## config.mk

```make
export PLATFORM = sky130hd
export DESIGN_NAME = qos_tid_resolver
export DESIGN_NICKNAME = d
export VERILOG_FILES = /design/src/rtl/qos_tid_resolver.sv
export SDC_FILE = /design/constraint.sdc
export NUM_CORES = 1
export LEC_CHECK = 0
export ABC_AREA = 1
export CAP_MARGIN = 0
export CORE_AREA = 2 2 304 306
export CTS_CLUSTER_SIZE = 14
export DETAILED_ROUTE_END_ITERATION = 10
export DIE_AREA = 0 0 306 308
export GPL_TIMING_DRIVEN = 1
export PLACE_DENSITY = 0.46
export SETUP_SLACK_MARGIN = 0.02
export SLEW_MARGIN = 40
export SYNTH_ARGS = -nofsm -noshare
export SYNTH_HDL_FRONTEND = slang
export SYNTH_SLANG_ARGS = --single-unit
```

## constraint.sdc

```tcl
create_clock -name clk -period 2.45 [get_ports clk]
set_clock_uncertainty 0.2 [all_clocks]
set_input_delay 0.49 -clock clk [delete_from_list [all_inputs] [get_ports clk]]
set_output_delay 0.49 -clock clk [all_outputs]
set_load 0.01 [all_outputs]
```

## src/rtl/qos_tid_resolver.sv

```systemverilog
module qos_tid_resolver #(
  parameter int VP_LO = 64,
  parameter int VP_HI = 255,
  parameter int PRI_W = 4,
  parameter int TID_W = 3
) (
  input  logic             clk,
  input  logic             rst_n,
  input  logic             pkt_valid,
  input  logic [7:0]       qos_byte,
  input  logic             qos_flag,
  input  logic [PRI_W-1:0] int_pri,
  input  logic [1:0]       drop_prec,
  input  logic [15:0]      dst_info,
  input  logic             cfg_we,
  input  logic             cfg_tbl,
  input  logic [11:0]      cfg_addr,
  input  logic [2:0]       cfg_data,
  output logic             res_valid,
  output logic [TID_W-1:0] tid,
  output logic             tid_ovr,
  output logic             flow_en,
  output logic             flow_val,
  output logic [1:0]       cls_sel,
  output logic [1:0]       color,
  output logic             unsupported
);
  localparam int NVP  = VP_HI - VP_LO + 1;
  localparam int NPRI = 1 << PRI_W;
  localparam int IW   = $clog2(NVP);
  localparam logic [1:0] COLORLESS = 2'b11;

  logic [1:0]       pcfg [NVP];
  logic [TID_W-1:0] ptbl [NPRI];

  logic [11:0]  pid, waddr_off, rid_off;
  logic         vport, wr_port_ok;
  logic [IW-1:0] rslot, wslot;
  logic [1:0]   cfg_rd;

  assign pid        = dst_info[11:0];
  assign vport      = (dst_info[15:12] == 4'd2) && (pid >= 12'(VP_LO)) && (pid <= 12'(VP_HI));
  assign rid_off    = pid - 12'(VP_LO);
  assign waddr_off  = cfg_addr - 12'(VP_LO);
  assign rslot      = rid_off[IW-1:0];
  assign wslot      = waddr_off[IW-1:0];
  assign wr_port_ok = (cfg_addr >= 12'(VP_LO)) && (cfg_addr <= 12'(VP_HI));
  assign cfg_rd     = vport ? pcfg[rslot] : 2'b00;

  always_ff @(posedge clk) begin
    if (!rst_n) begin
      for (int i = 0; i < NVP; i++) pcfg[i] <= '0;
      for (int j = 0; j < NPRI; j++) ptbl[j] <= '0;
    end else if (cfg_we) begin
      if (cfg_tbl) ptbl[cfg_addr[PRI_W-1:0]] <= cfg_data[TID_W-1:0];
      else if (wr_port_ok) pcfg[wslot] <= cfg_data[1:0];
    end
  end

  logic [TID_W-1:0] n_tid;
  logic             n_ovr;
  logic [1:0]       n_color;

  always_comb begin
    if (qos_flag || qos_byte[7]) begin
      n_tid = qos_byte[3:1];
      n_ovr = 1'b1;
    end else if (cfg_rd[0]) begin
      n_tid = ptbl[int_pri];
      n_ovr = 1'b1;
    end else begin
      n_tid = '0;
      n_ovr = 1'b0;
    end
    n_color = (cfg_rd[1] && drop_prec != COLORLESS) ? drop_prec : COLORLESS;
  end

  always_ff @(posedge clk) begin
    if (!rst_n) begin
      res_valid   <= 1'b0;
      tid         <= '0;
      tid_ovr     <= 1'b0;
      flow_en     <= 1'b0;
      flow_val    <= 1'b0;
      cls_sel     <= '0;
      color       <= '0;
      unsupported <= 1'b0;
    end else begin
      res_valid <= pkt_valid;
      if (pkt_valid) begin
        tid         <= n_tid;
        tid_ovr     <= n_ovr;
        flow_en     <= qos_flag;
        flow_val    <= qos_flag & qos_byte[0];
        cls_sel     <= qos_flag ? qos_byte[5:4] : 2'b00;
        color       <= n_color;
        unsupported <= ~vport;
      end
    end
  end

  a_r1_valid_follows: assert property (@(posedge clk) disable iff (!rst_n)
    pkt_valid |=> res_valid);
  a_r1_no_spurious: assert property (@(posedge clk) disable iff (!rst_n)
    !pkt_valid |=> !res_valid);
  a_r2_flag_path: assert property (@(posedge clk) disable iff (!rst_n)
    (pkt_valid && qos_flag) |=> (flow_en && tid_ovr && tid == $past(qos_byte[3:1])));
  a_r3_force_path: assert property (@(posedge clk) disable iff (!rst_n)
    (pkt_valid && !qos_flag && qos_byte[7]) |=> (tid_ovr && !flow_en && cls_sel == 2'b00));
  a_r2_flow_implies_ovr: assert property (@(posedge clk) disable iff (!rst_n)
    (res_valid && flow_en) |-> tid_ovr);
  a_r7_unsup_colorless: assert property (@(posedge clk) disable iff (!rst_n)
    (res_valid && unsupported) |-> color == COLORLESS);
endmodule

```

==> results.py <==
metrics = {
    "cts": {
        "clkSinkCount": 572,
        "cts.clk_slew.worst_paths_ps": 50,
        "post_cts_resized": 0,
        "postCtsSetupBuffers": 0,
        "cts_tree": "yes",
        "h-tree-depth": 3,
        "clock_path_buffers": 3,
        "ctsHoldBuffers": 0,
        "cts_root_buf": "clkbuf_16",
        "cts_buffers": 69,
        "clk_latency_ps": 600,
    },
    "power_and_ir_drop": {
        "power.clock.fraction_pct": 41.4,
        "share_comb_of_total_power_pct": 9.3,
        "total_power_uw": 23200,
        "switching_power_uw": 5530,
        "pwr-share-seq_pct": 49.3,
        "swShare_pct": 23.8,
        "power-per-cell-area_nw_per_um2": 671,
        "power.leakage_uw": 0.0137,
        "p_int_uw": 17700,
        "peakVddDrop_mv": 0.420,
    },
    "drt": {
        "drt-wirelength-per-cell_um": 18.0,
        "dr.pass1.iters": 5,
        "drt_iter0_markers": 1563,
        "ant_nets": 0,
        "vias": 21300,
        "viasPerCell": 4.64,
        "finalWirelength_mm": 82.5,
        "drc_errors": 0,
    },
    "final_layout": {
        "insertedDiodeCount": 0,
        "final_cell_mix": "nor2_1, nand2_1, edfxtp_1, buf_4, o21ai_0",
        "fill_cells": 9121,
        "mostFrequentLayoutCell": "nor2_1",
        "final_core_util_pct": 38.0,
        "area_growth_pct": 28.0,
        "layout.cells.non_filler": 4585,
        "layout-drive-gt1-share_pct": 16.6,
        "nets": 3407,
        "post-route-cell-area_um2": 34600,
    },
    "worst_setup_path": {
        "critPathRequiredTime_ps": 2550,
        "ff2ff_path_depth": 12,
        "cp-start-kind": "input pin",
        "rrSetupSlack_ps": 300,
        "reg2reg_from": "pcfg[42][1]",
        "cp_max_fo": 12,
        "critPathSlowestCell": "clkdlybuf4s50_1",
        "crit_start": "cfg_addr[6]",
        "critical-path-max-stage-delay_ps": 500,
        "timing_worst_setup_path_type": "in -> reg",
        "crit_chain": "clkdlybuf4s50_1 -> inv_2 -> a2111oi_2 -> nand2_2 -> buf_4 -> nor3_1 -> buf_4 -> nand2_1 -> nand2_1",
        "crit_arrival_ps": 2400,
        "crit_path_end_kind": "flip-flop",
    },
    "timing": {
        "fin_crit_ps": 2300,
        "timing.final.crit_share_pct": 93.9,
        "tightest_slew_ps": 601,
        "rsz0062_at_grt": "true",
        "maxSlewViolCount": 0,
        "setup_viol": 0,
        "setup_ws_ps": 151,
        "hold_viol_final": 0,
        "timing.fmax_ghz": 0.435,
        "maxSlewHeadroom_pct": 59.9,
    },
    "synthesis": {
        "synth-adder-area-share_pct": 0.0926,
        "synth_edf_count": 560,
        "ys_types": 38,
        "synthesis.area_um2": 27000,
        "synth-simple-area-share_pct": 23.4,
        "async_flop_share_pct": 0,
        "ys_ff_latch": 572,
        "seq_area_frac_synth_pct": 63.1,
        "avgSynthCellArea_um2": 9.38,
        "synth_compound_area_share_pct": 7.85,
        "synth_top_family_by_area": "simple AND/OR/NAND/NOR gates",
        "ys.warnings.count": 0,
        "netlist_instances": 2881,
        "synth_flop_cell": "edfxtp_1",
        "synth-xor-area-share_pct": 0,
        "synthMuxAreaShare_pct": 0,
    },
    "global_routing": {
        "overflow": 0,
        "grt_pass1_wl_mm": 124,
        "antenna_found_initial": 1,
        "grt_use_total_pct": 17.4,
        "grt_max_degree": 100,
        "grt_pass1_vias": 21000,
    },
    "placed_design": {
        "io_buffers": 61,
        "pre_cts_slack_ps": -569,
        "dp_hpwl_mm": 54.4,
        "dp.cells": 4468,
        "place_area_um2": 32500,
        "gp_congestion": 0.785,
    },
    "floorplanning": {
        "num_rows": 111,
        "die_x_um": 306,
        "die_y_um": 308,
        "core_area_um2": 91000,
        "start_util_pct": 29.7,
        "die_area_um2": 94200,
        "ioPinCount": 63,
    },
    "run_status": {
        "status": "finished clean",
    },
    "run": {
        "cap_violations": 0,
    },
    "hold_path": {
        "hold_class": "in -> reg",
        "hold_start": "cfg_data[1]",
        "min_path_cells": 3,
    },
}
per-layer routing:
layer / GRT usage [%] / routed length [um] / vias up
li1: - / - / 10500
met3: 2.62 / 3600 / 106
met1: 23.4 / 38100 / 10200
met2: 29.3 / 38900 / 475
met5: 0 / 0 / -
met4: 4.57 / 1870 / 0
per-stage QoR:
stage | setup TNS (ps) | hold WS (ps)
2_1_floorplan | 0 | 286
3_3_place_gp | -264900 | 251
3_5_place_dp | -273500 | 256
4_1_cts | 0 | 85.0
5_1_grt | 0 | 117
6_report | 0 | 114
power by group through the flow:
stage          Combinational (uW)  Clock [uW]  Sequential, uW
2_1_floorplan                1180           0           11600
3_3_place_gp                 2160           0           11700
3_5_place_dp                 2160           0           11700
4_1_cts                      2170        9850           11500
5_1_grt                      2390       10200           11500
6_report                     2160        9600           11500
final cells by class:
cell class	instances	area (um2)	share of cell area [%]
Sequential cell	572	17100	49.3
Inverter	102	404	1.17
Clock buffer	94	1870	5.41
Timing Repair Buffer	485	4550	13.2
Multi-Input combinational cell	2124	9050	26.2
Clock inverter	22	179	0.517
Tap cell	1186	1480	4.29
cells in the mapped netlist (2+ instances only):
| cell type | number | area, um2 |
|---|---|---|
| inv_1 | 94 | 353 |
| dfxtp_1 | 12 | 240 |
| a21oi_1 | 52 | 260 |
| o21ai_1 | 37 | 185 |
| nor3_2 | 5 | 50.1 |
| o21ai_0 | 185 | 926 |
| nor3_1 | 3 | 15.0 |
| buf_6 | 18 | 203 |
| nor2_1 | 762 | 2860 |
| buf_1 | 5 | 18.8 |
| edfxtp_1 | 560 | 16800 |
| clkbuf_1 | 108 | 405 |
| ha_1 | 2 | 25.0 |
| or2_2 | 2 | 12.5 |
| nand3_1 | 118 | 591 |
| a221oi_1 | 7 | 61.3 |
| buf_4 | 28 | 210 |
| o211ai_1 | 43 | 323 |
| buf_2 | 50 | 250 |
| inv_2 | 5 | 18.8 |
| nand2_2 | 2 | 12.5 |
| nor2_4 | 6 | 67.6 |
| o221ai_1 | 12 | 105 |
| o22ai_1 | 37 | 231 |
| nand2_1 | 715 | 2680 |
path summary, 6_finish.rpt:
path / to
setup reg to reg: color[0]
hold / removal: pcfg[179][1]
hold reg to reg: cls_sel[0]
setup / recovery: pcfg[47][0]
sequential cells by signal, indices dropped and copies added, names as in the netlist:
register     cells
ptbl            48
tid_ovr          1
flow_en          1
color            2
unsupported      1
cls_sel          2
flow_val         1
pcfg           512
tid              3
res_valid        1
logic make-up after synthesis:
group,after synthesis
AND/OR/NAND/NOR,1618
flip-flops,572
other,1
buffers and inverters,312
adder cells (fa/ha/maj),2
AO/OA/AOI/OAI,376
worst max-delay path, delay by kind of cell:
kind	cells	cell delay [ps]
AO/OA/AOI/OAI	1	370
buffers and inverters	4	1010
AND/OR/NAND/NOR	4	520
Note: power is estimated with default switching activity, not from simulation.
